### config.mk
export PLATFORM = sky130hd
export DESIGN_NAME = tpm_cmd_sender
export DESIGN_NICKNAME = d
export VERILOG_FILES = /design/src/rtl/tpm_cmd_sender.sv
export SDC_FILE = /design/constraint.sdc
export NUM_CORES = 1
export LEC_CHECK = 0
export BUFFER_PORTS_ARGS = -buffer_cell sky130_fd_sc_hd__buf_2
export CORE_ASPECT_RATIO = 1.4
export CORE_MARGIN = 2
export CORE_UTILIZATION = 25
export CTS_BUF_LIST = sky130_fd_sc_hd__clkbuf_8
export CTS_CLUSTER_SIZE = 8
export DETAILED_ROUTE_END_ITERATION = 8
export SLEW_MARGIN = 10
export SYNTH_ARGS = -nofsm -noshare
export SYNTH_HDL_FRONTEND = slang
export SYNTH_SLANG_ARGS = --single-unit
### constraint.sdc
create_clock -name clk -period 3.4 [get_ports clk]
set_clock_uncertainty 0.1 [all_clocks]
set_input_delay 0.17 -clock clk [delete_from_list [all_inputs] [get_ports clk]]
set_output_delay 0.17 -clock clk [all_outputs]
set_load 0.01 [all_outputs]
### src/rtl/tpm_cmd_sender.sv
module tpm_cmd_sender #(
  parameter int LEN_W    = 16,
  parameter int MIN_LEN  = 10,
  parameter int TMO_A    = 2000,
  parameter int TMO_B    = 20000,
  parameter int TMO_D    = 2000,
  parameter int POLL_GAP = 16
) (
  input  logic             clk,
  input  logic             rst_n,
  input  logic             start,
  input  logic [LEN_W-1:0] cmd_len,
  output logic             busy,
  output logic             done,
  output logic [1:0]       err_code,
  input  logic [7:0]       cmd_byte,
  output logic             cmd_take,
  output logic             eng_req,
  output logic             eng_wr,
  output logic [7:0]       eng_addr,
  output logic [7:0]       eng_wdata,
  output logic [LEN_W-1:0] eng_len,
  input  logic             eng_ack,
  input  logic             eng_fail,
  input  logic [7:0]       eng_rdata,
  input  logic             eng_beat
);

  localparam int TMO_AB  = (TMO_A > TMO_B) ? TMO_A : TMO_B;
  localparam int TMO_MAX = (TMO_AB > TMO_D) ? TMO_AB : TMO_D;
  localparam int CNT_W   = $clog2(TMO_MAX + 2);
  localparam int GAP_W   = $clog2(POLL_GAP + 1);

  localparam logic [7:0] RG_ACCESS = 8'h00;
  localparam logic [7:0] RG_STS    = 8'h18;
  localparam logic [7:0] RG_BC_LO  = 8'h19;
  localparam logic [7:0] RG_BC_HI  = 8'h1A;
  localparam logic [7:0] RG_FIFO   = 8'h24;

  localparam logic [7:0] ACC_OWNED = 8'hA0;
  localparam logic [7:0] ACC_ASK   = 8'h02;
  localparam logic [7:0] ACC_DROP  = 8'h20;
  localparam logic [7:0] STS_RDY   = 8'h40;
  localparam logic [7:0] STS_EXEC  = 8'h20;
  localparam int         BIT_RDY   = 6;
  localparam int         BIT_EXP   = 3;

  localparam logic [1:0] RES_OK    = 2'd0;
  localparam logic [1:0] RES_SHORT = 2'd1;
  localparam logic [1:0] RES_TIME  = 2'd2;
  localparam logic [1:0] RES_IO    = 2'd3;

  typedef enum logic [4:0] {
    S_IDLE, S_ACC_CHK, S_ACC_ASK, S_ACC_POLL, S_STS_CHK, S_STS_RDY,
    S_STS_POLL, S_BC_LO, S_BC_HI, S_CHUNK, S_PRE, S_LAST, S_POST,
    S_GO, S_CLN_RDY, S_CLN_REL, S_GAP, S_DONE
  } st_t;

  st_t              st, back;
  logic [CNT_W-1:0] elapsed;
  logic [GAP_W-1:0] gap;
  logic [LEN_W-1:0] rem, chunk;
  logic [7:0]       bc_lo;
  logic [1:0]       res;

  wire        owned   = (eng_rdata & ACC_OWNED) == ACC_OWNED;
  wire [15:0] bc      = {eng_rdata, bc_lo};
  wire        bc_less = 32'(bc) < 32'(rem);
  wire        to_a    = elapsed >= CNT_W'(TMO_A);
  wire        to_b    = elapsed >= CNT_W'(TMO_B);
  wire        to_d    = elapsed >= CNT_W'(TMO_D);
  wire        wr_bad  = eng_ack & eng_fail;

  assign busy     = st != S_IDLE;
  assign done     = st == S_DONE;
  assign err_code = res;
  assign cmd_take = eng_beat & ((st == S_CHUNK) | (st == S_LAST));

  always_comb begin
    eng_req   = 1'b1;
    eng_wr    = 1'b0;
    eng_addr  = RG_ACCESS;
    eng_wdata = 8'h00;
    eng_len   = LEN_W'(1);
    case (st)
      S_ACC_CHK, S_ACC_POLL: eng_addr = RG_ACCESS;
      S_ACC_ASK: begin eng_wr = 1'b1; eng_wdata = ACC_ASK; end
      S_STS_CHK, S_STS_POLL, S_PRE, S_POST: eng_addr = RG_STS;
      S_STS_RDY, S_CLN_RDY: begin eng_wr = 1'b1; eng_addr = RG_STS; eng_wdata = STS_RDY; end
      S_BC_LO: eng_addr = RG_BC_LO;
      S_BC_HI: eng_addr = RG_BC_HI;
      S_CHUNK: begin eng_wr = 1'b1; eng_addr = RG_FIFO; eng_wdata = cmd_byte; eng_len = chunk; end
      S_LAST:  begin eng_wr = 1'b1; eng_addr = RG_FIFO; eng_wdata = cmd_byte; end
      S_GO:    begin eng_wr = 1'b1; eng_addr = RG_STS; eng_wdata = STS_EXEC; end
      S_CLN_REL: begin eng_wr = 1'b1; eng_wdata = ACC_DROP; end
      default: eng_req = 1'b0;
    endcase
  end

  always_ff @(posedge clk or negedge rst_n) begin
    if (!rst_n) begin
      st      <= S_IDLE;
      back    <= S_IDLE;
      elapsed <= '0;
      gap     <= '0;
      rem     <= '0;
      chunk   <= '0;
      bc_lo   <= '0;
      res     <= RES_OK;
    end else begin
      if (elapsed != '1) elapsed <= elapsed + 1'b1;
      case (st)
        S_IDLE:
          if (start) begin
            if (cmd_len < LEN_W'(MIN_LEN)) begin
              res <= RES_SHORT;
              st  <= S_DONE;
            end else begin
              res <= RES_OK;
              rem <= cmd_len - 1'b1;
              st  <= S_ACC_CHK;
            end
          end
        S_ACC_CHK:
          if (eng_ack) st <= owned ? S_STS_CHK : S_ACC_ASK;
        S_ACC_ASK:
          if (wr_bad) begin
            res <= RES_IO; st <= S_CLN_RDY;
          end else if (eng_ack) begin
            elapsed <= '0; st <= S_ACC_POLL;
          end
        S_ACC_POLL:
          if (eng_ack) begin
            if (owned) st <= S_STS_CHK;
            else if (to_a) begin res <= RES_TIME; st <= S_CLN_RDY; end
            else begin back <= S_ACC_POLL; gap <= '0; st <= S_GAP; end
          end
        S_STS_CHK:
          if (eng_ack) begin
            elapsed <= '0;
            st <= eng_rdata[BIT_RDY] ? S_BC_LO : S_STS_RDY;
          end
        S_STS_RDY:
          if (wr_bad) begin
            res <= RES_IO; st <= S_CLN_RDY;
          end else if (eng_ack) begin
            elapsed <= '0; st <= S_STS_POLL;
          end
        S_STS_POLL:
          if (eng_ack) begin
            if (eng_rdata[BIT_RDY]) begin elapsed <= '0; st <= S_BC_LO; end
            else if (to_b) begin res <= RES_TIME; st <= S_CLN_RDY; end
            else begin back <= S_STS_POLL; gap <= '0; st <= S_GAP; end
          end
        S_BC_LO:
          if (eng_ack) begin bc_lo <= eng_rdata; st <= S_BC_HI; end
        S_BC_HI:
          if (eng_ack) begin
            if (bc != 16'd0) begin
              chunk <= bc_less ? LEN_W'(bc) : rem;
              st    <= S_CHUNK;
            end else if (to_d) begin res <= RES_TIME; st <= S_CLN_RDY; end
            else begin back <= S_BC_LO; gap <= '0; st <= S_GAP; end
          end
        S_CHUNK:
          if (wr_bad) begin
            res <= RES_IO; st <= S_CLN_RDY;
          end else if (eng_ack) begin
            rem <= rem - chunk;
            if (rem == chunk) st <= S_PRE;
            else begin elapsed <= '0; st <= S_BC_LO; end
          end
        S_PRE:
          if (eng_ack) begin
            if (eng_rdata[BIT_EXP]) st <= S_LAST;
            else begin res <= RES_IO; st <= S_CLN_RDY; end
          end
        S_LAST:
          if (wr_bad) begin
            res <= RES_IO; st <= S_CLN_RDY;
          end else if (eng_ack) st <= S_POST;
        S_POST:
          if (eng_ack) begin
            if (!eng_rdata[BIT_EXP]) st <= S_GO;
            else begin res <= RES_IO; st <= S_CLN_RDY; end
          end
        S_GO:
          if (wr_bad) begin
            res <= RES_IO; st <= S_CLN_RDY;
          end else if (eng_ack) st <= S_DONE;
        S_CLN_RDY:
          if (eng_ack) st <= S_CLN_REL;
        S_CLN_REL:
          if (eng_ack) st <= S_DONE;
        S_GAP:
          if (gap == GAP_W'(POLL_GAP - 1)) st <= back;
          else gap <= gap + 1'b1;
        default:
          st <= S_IDLE;
      endcase
    end
  end

endmodule

Word level (Yosys, flattened, before mapping)
Cells that the tools add are included.
- bits in registers: 72
- bits of input ports: 38
- output and inout bits: 39
- logic and storage cells: 180
- add/subtract/negate cells: 4
- magnitude comparators: 4
- eq/ne operators: 50
- multiplexer cells: 89
- bitwise operators: 3
- reductions and logical operators: 22
- operator list (kind ; count):
    2-to-1 mux 5 bit ; 45
    2-to-1 mux 15 bit ; 8
    2-to-1 mux 16 bit ; 6
    one-hot mux 5 bit (17 select lines) ; 1
    one-hot mux 15 bit (4 select lines) ; 1
    inequality test 2 bit, second input constant ; 24
    == test 5 x 4 -> 1 bit, second input constant ; 9
    2-to-1 mux 2 bit ; 16
    one-hot mux 16 bit (2 select lines) ; 1
    one-hot mux 8 bit (4 select lines) ; 1
    one-hot mux 6 bit (4 select lines) ; 1
    == test 5 x 3 -> 1 bit, second input constant ; 4
    one-hot mux 5 bit (4 select lines) ; 1
    == test 16 bit ; 1
    < comparator 16 bit ; 1
    < comparator 16 x 4 -> 1 bit, second input constant ; 1
    nonzero test 16 bit ; 1
    subtractor 16 x 1 -> 16 bit, second input constant ; 1
    subtractor 16 bit ; 1
    adder 15 x 1 -> 15 bit, second input constant ; 1
    greater-or-equal comparator 15 x 11 -> 1 bit, second input constant ; 1
    greater-or-equal comparator 15 bit, second input constant ; 1
    inequality test 15 bit, second input constant ; 1
    one-hot mux 5 bit (3 select lines) ; 1
    30 further kinds ; 43

Depth between registers and ports, before layout
Gate-level depths: netlist (run 1).
- word-level depth: 6
- mapped depth: 11
- gate-level depth less buffers: 11

Worst setup path before layout (run 1)
No wires, ideal clock.
- kind: reg-to-reg
- start: reg rem[0]
- end: reg rem[12]
- library setup time: 127 ps
- arrival time: 2430 ps
- slack: 743 ps
- stages on the path, launching flop included: 12
- path buffers: 0
- period minus slack after synthesis: 2657 ps
- cell sequence: dfrtp_1 inv_1 ha_1 inv_1 fa_1 a21o_1 a221o_1 a31o_1 a311oi_1 xnor2_1 a211oi_1 a21oi_1
- word-level cells in the longest chain between the ends: 4
- RTL lines (element ; line ; RTL):
    start, declared ; 62 ; logic [LEN_W-1:0] rem, chunk;
    start signal, assigned ; 120 ; rem <= cmd_len - 1'b1;
    start signal, assigned ; 169 ; rem <= rem - chunk;
    subtractor 16 bit ; 169 ;
    2-to-1 mux 16 bit ; 168 ; end else if (eng_ack) begin
    2-to-1 mux 16 bit ; 166 ; if (wr_bad) begin
    one-hot mux 16 bit (2 select lines) ; 112 ; case (st)
No other way between the ends. The select of a mux whose other input is x is not followed.
A chain may end at the register's enable or synchronous reset.

Worst setup path in the final report (run 1)
Same ends and word-level chain as after synthesis.

==> results of run 1 <==
-- cell families (layout without fill, tap and decap cells) --
logic type	count (synthesis)	count (layout)	share of synthesized area
simple gates	280	280	0.237
compound gates	176	176	0.203
buf+inv	78	145	0.0566
flops	70	70	0.308
fa+ha+maj	36	36	0.0806
xor+xnor	36	36	0.0555
mux	32	32	0.0588
other cells	1	2	0.000660
-- repair_timing --
action / 4_1_cts / 5_1_grt
hold buffers: 1 / 0
gates resized for setup: 0 / 0
hold endpoints to repair: 70 / 0
-- layout make-up --
class / instances / area (µm²) / area share
multi-input combinational: 562 / 3620 / 0.550
sequential: 70 / 1750 / 0.267
timing repair buffer: 89 / 488 / 0.0743
tap: 301 / 377 / 0.0573
inverter: 43 / 161 / 0.0246
clock buffer: 10 / 138 / 0.0209
clock inverter: 3 / 38.8 / 0.00590
-- layer usage --
| layer | part of all wire | track usage | up-vias |
|---|---|---|---|
| li1 | - | - | 2645 |
| met4 | 0.033 | 0.0691 | 0 |
| met3 | 0.054 | 0.0242 | 40 |
| met1 | 0.42 | 0.177 | 2525 |
| met2 | 0.49 | 0.256 | 206 |
| met5 | 0 | 0 | - |
-- critical path, stage by stage (launching register included) --
cell      delay [ns]
dfrtp_1         0.40
inv_1           0.07
ha_1            0.16
inv_1           0.05
fa_1            0.41
a21o_1          0.21
a221o_1         0.34
a31o_1          0.25
a311oi_1        0.31
xnor2_1         0.10
a211oi_1        0.22
a21oi_1         0.06
-- cells in the final DEF (no fill, tap or decap), types with 15 or more instances in the layout --
cell type / n
a21o_1: 15
dfrtp_1: 70
buf_4: 15
nand2_1: 71
ha_1: 35
nor2_1: 92
nand3_1: 15
inv_1: 43
o21ai_0: 40
nor3_1: 18
buf_2: 73
a21oi_1: 43
xnor2_1: 23
mux2i_1: 21
-- report_power, final --
group	internal, mW	switching (mW)
Sequential	1.15	0.360
Clock	0.343	0.319
Combinational	1.60	2.22
Total	3.09	2.90
-- stage by stage --
step	hold WS [ns]	utilization	power [mW]	instances
finish	0.0332	0.293	5.99	1078
CTS	0.0187	0.293	5.98	1078
global route	0.0280	0.293	6.54	1078
global placement	0.264	0.284	5.27	1064
detailed placement	0.275	0.284	5.28	1064
floorplan	-0.226	-	4.31	710
-- worst min path at each step --
stage | slack (ns) | cells past startpoint | endpoint | start
finish | 0.03 | 2 | bc_lo[1]$_DFFE_PN0P_ | eng_rdata[1]
global route | 0.03 | 2 | bc_lo[1]$_DFFE_PN0P_ | eng_rdata[1]
CTS | 0.02 | 2 | bc_lo[1]$_DFFE_PN0P_ | eng_rdata[1]
detailed placement | 0.27 | 1 | gap[2]$_DFFE_PN0P_ | rst_n
global placement | 0.26 | 1 | gap[2]$_DFFE_PN0P_ | rst_n
floorplan | -0.23 | 0 | back[0]$_DFFE_PN0P_ | rst_n
-- registers in the layout, summed over array words and instances, names as in the netlist --
name	cells
chunk	16
elapsed	15
st	5
err_code	2
back	3
bc_lo	8
rem	16
gap	5
==> run summary, run 1 <==
Syn Std Cell Area -> 5680 µm²
Outcome -> complete, no violations
Die height -> 182 µm
Starting Density -> 0.253
Period utilization -> 0.819
Antenna cells -> 0
Clock transition at the registers of the reported paths -> 0.07 ns
Most frequent cell after synthesis -> nor2_1
Asr flop ratio synth -> 1.00
Pre-CTS setup slack -> 0.390 ns
RSZ-0062 raised after global routing -> false
CTS buffer count -> 9
Pin count of the biggest net entering global routing -> 71
Yosys cell types -> 75
Maximum vdd drop -> 0.000439 V
Drt initial violations -> 404
Worst Setup End Kind -> flop
Synth area leaders -> dfrtp_1, ha_1, nor2_1
Antenna violations before repair -> 0
FF-to-FF End -> rem[12]$_DFFE_PN0P_
Yosys warns -> 0
Core ar. -> 22,400 µm²
Slew @ Worst Pin -> 0.932 ns
Startpoint types -> flop
Biggest area consumer among synthesized cells -> dfrtp_1
Crit path capture -> rem[12]$_DFFE_PN0P_
First-pass DRT Iterations -> 6
Hold WC Path Type -> input pin to flop
Max_cap viols -> 0
Global-route wire length before repair -> 28,300 µm
Reg2reg setup slack -> 0.62 ns
Deepest clock path buffer count -> 2
Final RePlAce weighted congestion -> 0.957
Total length of routed wires -> 17,400 µm
CTS tree -> built
Share of layout cells above drive strength 1 -> 0.161
Root Driver -> clkbuf_8
Fin worst setup slack -> 0.616 ns
Cells after synthesis -> 709
CP max FO -> 4
Critical path arrival -> 2.93 ns
Endpoints failing setup -> 0
Fillers -> 2,491
Critical Path Source -> rem[0]$_DFFE_PN0P_
Flops & latches, synth -> 70
R2R cell count -> 11
DRC Markers -> 0
Finished Cell Area -> 6570 µm²
Fin. max-slew vios -> 0
Final HPWL DP -> 13,200 µm
Antenna Nets Post-Route -> 0
Area share of the largest cell type after synthesis -> 0.308
Area Overhead vs Synth -> 15.6%
# H-tree levels -> 3
DR WL/cell -> 16.2 µm
Post-DP Area -> 6380 µm²
CTS Sinks -> 70
Main synth FF type -> dfrtp_1
Crit path time final -> 2.78 ns
Number of flops mapped to enable cells by yosys -> 0
Worst slew margin -> 0.378
Row count -> 65
Kind of critical path -> flop to flop
Reg-to-Reg Start -> rem[0]$_DFFE_PN0P_
GRT overflow -> 0
IO Count -> 77
Data required, critical path -> 3.55 ns
Seq/Total Area, Yosys -> 0.308
Fmax -> 359 MHz
Setup bufs post-CTS -> 0
Post-synth top cells -> nor2_1, nand2_1, dfrtp_1
Clock Latency Late Sink -> 0.37 ns
Die area -> 24,000 µm²
Total track usage -> 0.147
Vias per inst -> 5.02
Vias in the first global route -> 5,376
Chip width -> 131 µm
Final nets -> 849
Via count -> 5,416
Syn avg cell area -> 8.02 µm²
Leak -> 3.02 nW
Pwr per Cell Area -> 912 nW/µm²
Hold Fails Final Rpt -> 0
Setup TNS -> 0 ns
PortBufs -> 74
(Power assumes the default switching activity.)
==> run 2: changes to the inputs <==
clock period = 2.2 ns   (was 3.4 ns; I/O delays follow)
==> run summary, run 2 (synthesis gave the netlist of run 1 again) <==
Hold Fails Final Rpt -> 0 (unchanged)
CTS Sinks -> 70 (unchanged)
Antenna cells -> 0 (unchanged)
Outcome -> complete, but fails checks (was complete, no violations)
Row count -> 65 (unchanged)
Max_cap viols -> 0 (unchanged)
Fillers -> 2,275 (was 2,491)
Fmax -> 389 MHz (was 359 MHz)
Area Overhead vs Synth -> 57.8% (was 15.6%)
PortBufs -> 74 (unchanged)
Pin count of the biggest net entering global routing -> 39 (was 71)
Commonest non-fill, non-tap cell in the layout -> buf_4 (was nor2_1)
Global-route wire length before repair -> 33,200 µm (was 28,300 µm)
Hold WC Path Type -> input pin to flop (unchanged)
Maximum vdd drop -> 0.000490 V (was 0.000439 V)
Chip width -> 131 µm (unchanged)
DR WL/cell -> 16.8 µm (was 16.2 µm)
Slowest CP cell -> dfrtp_1 (was fa_1)
Slowest Stage Delay on Critical Path -> 0.38 ns (was 0.41 ns)
Leak -> 4.08 nW (was 3.02 nW)
Die area -> 24,000 µm² (unchanged)
Crit path buffers/inverters -> 3 (was 2)
Final RePlAce weighted congestion -> 1.03 (was 0.957)
Starting Density -> 0.253 (unchanged)
Worst path cell trace -> inv_1 -> ha_2 -> inv_2 -> fa_2 -> a21o_1 -> a221o_1 -> buf_4 -> o221ai_4 -> a21oi_4 -> a32o_1 -> o41ai_2 (was inv_1 -> ha_1 -> inv_1 -> fa_1 -> a21o_1 -> a221o_1 -> a31o_1 -> a311oi_1 -> xnor2_1 -> a211oi_1 -> a21oi_1)
Most frequent cells in the layout -> buf_4, buf_2, nand2_1, nor2_1, dfrtp_1 (was nor2_1, buf_2, nand2_1, dfrtp_1)
Critical path arrival -> 2.74 ns (was 2.93 ns)
Crit path time final -> 2.57 ns (was 2.78 ns)
Via count -> 6,323 (was 5,416)
Drt initial violations -> 347 (was 404)
Core ar. -> 22,400 µm² (unchanged)
Deepest clock path buffer count -> 2 (unchanged)
Vias in the first global route -> 6,380 (was 5,376)
Clock Latency Late Sink -> 0.37 ns (about the same)
Antenna Nets Post-Route -> 0 (unchanged)
First-pass DRT Iterations -> 5 (was 6)
Total length of routed wires -> 21,300 µm (was 17,400 µm)
# H-tree levels -> 3 (unchanged)
Data required, critical path -> 2.37 ns (was 3.55 ns)
RSZ-0062 raised after global routing -> true (was false)
CTS buffer count -> 9 (unchanged)
Worst Setup End Kind -> flop (unchanged)
Violated checks -> negative setup slack
Kind of critical path -> flop to flop (unchanged)
Final nets -> 1,032 (was 849)
Min Hold Slack -> 0.0186 ns (was 0.0332 ns)
Fin worst setup slack -> -0.373 ns (was 0.616 ns)
Startpoint types -> flop (unchanged)
Endpoints failing setup -> 45 (was 0)
Die height -> 182 µm (unchanged)
Period utilization -> 1.17 (was 0.819)
CTS tree -> built (unchanged)
Fin. max-slew vios -> 0 (unchanged)
Total track usage -> 0.173 (was 0.147)
Clock transition at the registers of the reported paths -> 0.09 ns (was 0.07 ns)
Top flop regs -> chunk x16, rem x16, elapsed x15 (unchanged)
Final core occ -> 0.400 (was 0.293)
Root Driver -> clkbuf_8 (unchanged)
IO Count -> 77 (unchanged)
Antenna violations before repair -> 0 (unchanged)
Final HPWL DP -> 15,900 µm (was 13,200 µm)
Pwr per Cell Area -> 1540 nW/µm² (was 912 nW/µm²)
Delay-heaviest family, CP -> compound AO/OA/AOI/OAI gates (unchanged)
Vias per inst -> 5.00 (was 5.02)
DRC Markers -> 0 (unchanged)
CP max FO -> 3 (was 4)
GRT overflow -> 0 (unchanged)
Share of layout cells above drive strength 1 -> 0.449 (was 0.161)
==> run 2: changes by cell type in the layout (fill, tap and decap cells not counted), moves of 11 or more <==
cell     change
nor2_1      -23
a21oi_1     -16
inv_1       -11
nor2_4      +13
buf_4      +152
a21oi_2     +11
o21ai_1     +11
buf_6       +16
o21ai_0     -17
ha_1        -11
==> run 2: worst paths after layout <==
| kind | slack [ns] | cells past startpoint | endpoint | start |
|---|---|---|---|---|
| worst max-delay path | -0.37 | 11 | rem[14]$_DFFE_PN0P_ | rem[0]$_DFFE_PN0P_ |
| worst min-delay path | 0.02 | 3 | chunk[13]$_DFFE_PN0P_ | eng_rdata[5] |
| worst max register to register | -0.37 | 11 | rem[14]$_DFFE_PN0P_ | rem[0]$_DFFE_PN0P_ |
| worst min register to register | 0.38 | 2 | chunk[3]$_DFFE_PN0P_ | chunk[3]$_DFFE_PN0P_ |
| max in group asynchronous | 1.27 | 3 | rem[1]$_DFFE_PN0P_ | rst_n |
| min in group asynchronous | 0.08 | 2 | gap[1]$_DFFE_PN0P_ | rst_n |
==> run 2: per-layer routing <==
layer | vias up | track usage | part of all wire
li1 | 3028 | - | -
met2 | 203 | 0.328 | 0.53
met4 | 0 | 0.0687 | 0.040
met1 | 3027 | 0.192 | 0.39
met3 | 65 | 0.0278 | 0.038
met5 | - | 0 | 0
==> run 2: final cells by class <==
| class | count | area (µm²) | area share |
|---|---|---|---|
| sequential | 70 | 1760 | 0.196 |
| clock inverter | 7 | 72.6 | 0.00809 |
| inverter | 43 | 166 | 0.0186 |
| timing repair buffer | 272 | 2050 | 0.229 |
| tap | 301 | 377 | 0.0420 |
| multi-input combinational | 562 | 4420 | 0.493 |
| clock buffer | 9 | 124 | 0.0138 |
==> run 2: repair_timing <==
item | CTS | global route
endpoints found under the setup margin | 54 | 64
hold buffers | 5 | 0
setup buffers | 16 | 8
pin swaps | 50 | 40
gates resized for setup | 96 | 102
endpoints found under the hold margin | 74 | 0
==> run 2: metrics by stage <==
step / total power, mW / area, µm² / std cells / TNS, ns / setup slack (ns)
floorplan: 6.78 / 5740 / 710 / -0.697 / -0.305
global placement: 10.3 / 7730 / 1223 / -5.87 / -0.345
detailed placement: 10.4 / 7730 / 1223 / -7.80 / -0.422
CTS: 12.6 / 8490 / 1260 / -4.00 / -0.378
global route: 14.7 / 8970 / 1264 / -8.62 / -0.466
finish: 13.8 / 8970 / 1264 / -4.05 / -0.373
==> run 2: where the power goes <==
part           internal [mW]  switching [mW]
registers               1.78           0.435
logic                   5.21            5.26
clock network          0.526           0.584
total                   7.51            6.28
==> run 2: worst reg2reg max path: stages (launching register included) <==
cell      delay (ns)
dfrtp_1         0.38
inv_1           0.06
ha_2            0.19
inv_2           0.04
fa_2            0.33
a21o_1          0.18
a221o_1         0.33
buf_4           0.16
o221ai_4        0.17
a21oi_4         0.11
a32o_1          0.24
o41ai_2         0.19
==> run 3: changes to the inputs <==
RECOVER_POWER = 25   (was default)
==> run summary, run 3 (synthesis gave the netlist of run 1 again) <==
RSZ-0062 raised after global routing -> true (unchanged)
Vias in the first global route -> 6,380 (unchanged)
Hold WC Path Type -> input pin to flop (unchanged)
Antenna Nets Post-Route -> 0 (unchanged)
Clock transition at the registers of the reported paths -> 0.09 ns (about the same)
Outcome -> complete, but fails checks (unchanged)
Slew @ Worst Pin -> 0.951 ns
Slowest CP cell -> dfrtp_1 (unchanged)
Crit path buffers/inverters -> 3 (unchanged)
Worst path cell trace -> inv_1 -> ha_2 -> inv_2 -> fa_2 -> a21o_1 -> a221o_1 -> buf_4 -> o221ai_4 -> a21oi_4 -> a32o_1 -> o41ai_2 (unchanged)
Reg area -> 1760 µm² (unchanged)
CP max FO -> 3 (unchanged)
Crit path time final -> 2.56 ns (was 2.57 ns)
P_int -> 7.51 mW (about the same)
Multi-input gate area -> 4420 µm² (unchanged)
CTS Sinks -> 70 (unchanged)
Startpoint types -> flop (unchanged)
Top flop regs -> chunk x16, rem x16, elapsed x15 (unchanged)
Clock Latency Late Sink -> 0.37 ns (about the same)
Maximum vdd drop -> 0.000490 V (about the same)
Total track usage -> 0.173 (unchanged)
Sw frac -> 0.455 (about the same)
Violated checks -> negative setup slack (unchanged)
Leak -> 4.07 nW (was 4.08 nW)
DRC Markers -> 0 (unchanged)
Comb power frac -> 0.758 (was 0.759)
Antenna cells -> 0 (unchanged)
# H-tree levels -> 3 (unchanged)
Pin count of the biggest net entering global routing -> 39 (unchanged)
IO Count -> 77 (unchanged)
Final HPWL DP -> 15,900 µm (unchanged)
Drt initial violations -> 369 (was 347)
Final nets -> 1,032 (unchanged)
Critical Path Source -> rem[0]$_DFFE_PN0P_ (unchanged)
Global-route wire length before repair -> 33,200 µm (unchanged)
Die area -> 24,000 µm² (unchanged)
DR WL/cell -> 16.8 µm (about the same)
Via count -> 6,323 (unchanged)
Antenna violations before repair -> 0 (unchanged)
Max_cap viols -> 0 (unchanged)
CTS buffer count -> 9 (unchanged)
Total power -> 13.8 mW (about the same)
Final RePlAce weighted congestion -> 1.03 (unchanged)
Share of layout cells above drive strength 1 -> 0.448 (was 0.449)
CTS tree -> built (unchanged)
Switching power -> 6.27 mW (was 6.28 mW)
Worst Setup End Kind -> flop (unchanged)
Endpoints failing setup -> 43 (was 45)
Period utilization -> 1.16 (was 1.17)
Hold Fails Final Rpt -> 0 (unchanged)
Fillers -> 2,275 (unchanged)
Delay-heaviest family, CP -> compound AO/OA/AOI/OAI gates (unchanged)
Critical path arrival -> 2.73 ns (was 2.74 ns)
Row count -> 65 (unchanged)
Slowest Stage Delay on Critical Path -> 0.38 ns (about the same)
Flop pwr share -> 0.161 (about the same)
Vias per inst -> 5.00 (unchanged)
Worst min-delay path startpoint -> eng_rdata[5] (unchanged)
Commonest non-fill, non-tap cell in the layout -> buf_4 (unchanged)
Area Overhead vs Synth -> 57.5% (was 57.8%)
Reg-to-Reg Start -> rem[0]$_DFFE_PN0P_ (unchanged)
Core ar. -> 22,400 µm² (unchanged)
Die height -> 182 µm (unchanged)
Starting Density -> 0.253 (unchanged)
Total length of routed wires -> 21,200 µm (was 21,300 µm)
Most frequent cells in the layout -> buf_4, buf_2, nand2_1, nor2_1, dfrtp_1 (unchanged)
GRT overflow -> 0 (unchanged)
Fmax -> 390 MHz (was 389 MHz)
Chip width -> 131 µm (unchanged)
Root Driver -> clkbuf_8 (unchanged)
PortBufs -> 74 (unchanged)
First-pass DRT Iterations -> 5 (unchanged)
Kind of critical path -> flop to flop (unchanged)
Fin worst setup slack -> -0.362 ns (was -0.373 ns)
Clk pwr share -> 0.081 (was 0.080)
Pwr per Cell Area -> 1540 nW/µm² (about the same)
Deepest clock path buffer count -> 2 (unchanged)
Worst slew margin -> 0.366
Fin. max-slew vios -> 0 (unchanged)
Data required, critical path -> 2.37 ns (about the same)
Setup TNS -> -3.94 ns (was -4.05 ns)
-- run 3: changes by cell type in the layout (fill, tap and decap cells not counted), sizes merged --
cell and change:
buf -1, clkbuf +1
-- run 3: through the flow --
step	hold slack (ns)	std cells	utilization	cell area, µm²	setup WS, ns
finish	0.0225	1264	0.399	8950	-0.362
global route	0.0294	1264	0.399	8950	-0.466
CTS	0.00642	1260	0.378	8490	-0.378
detailed placement	-0.0392	1223	0.344	7730	-0.422
global placement	-0.0447	1223	0.344	7730	-0.345
floorplan	-0.286	710	-	5740	-0.305
-- run 3: layout make-up --
cell class,instances,share of cell area
Clock buffer,9,0.0138
Sequential cell,70,0.196
Clock inverter,7,0.00811
Timing Repair Buffer,272,0.227
Multi-Input combinational cell,562,0.494
Tap cell,301,0.0421
Inverter,43,0.0186
-- run 3: timing repair --
| item | in CTS | in global routing |
|---|---|---|
| resized for setup | 96 | 102 |
| pin swaps | 50 | 40 |
| buffers inserted | 16 | 8 |
| cloned | 0 | 0 |
| hold buffers | 5 | 0 |
| endpoints found under the setup margin | 54 | 64 |
| hold endpoints to repair | 74 | 0 |
-- run 3: power groups by stage --
stage | sequential, mW | combinational (mW) | clock, mW
floorplan | 2.12 | 4.66 | 0
global placement | 2.15 | 8.15 | 0
detailed placement | 2.18 | 8.20 | 0
CTS | 2.17 | 9.29 | 1.14
global route | 2.28 | 11.2 | 1.20
finish | 2.22 | 10.4 | 1.11
-- run 3: worst paths after layout --
kind	cells past startpoint	slack (ns)	to
min in group asynchronous	2	0.24	gap[1]$_DFFE_PN0P_
setup / recovery	11	-0.36	rem[14]$_DFFE_PN0P_
hold / removal	3	0.02	chunk[13]$_DFFE_PN0P_
max in group asynchronous	3	0.25	rem[9]$_DFFE_PN0P_
setup reg to reg	11	-0.36	rem[14]$_DFFE_PN0P_
hold reg to reg	2	0.38	chunk[3]$_DFFE_PN0P_
-- run 3: tightest hold or removal path, cell delays in order --
cell	delay (ns)
buf_2	0.15
mux2i_1	0.09
o21ai_1	0.11
-- run 3: routing by layer --
metal	wire [µm]	share of wire	vias up	GRT usage
met5	0	0	-	0
met4	903	0.043	0	0.0687
met3	866	0.041	65	0.0278
met2	11300	0.53	193	0.328
met1	8150	0.38	3039	0.192
li1	-	-	3026	-
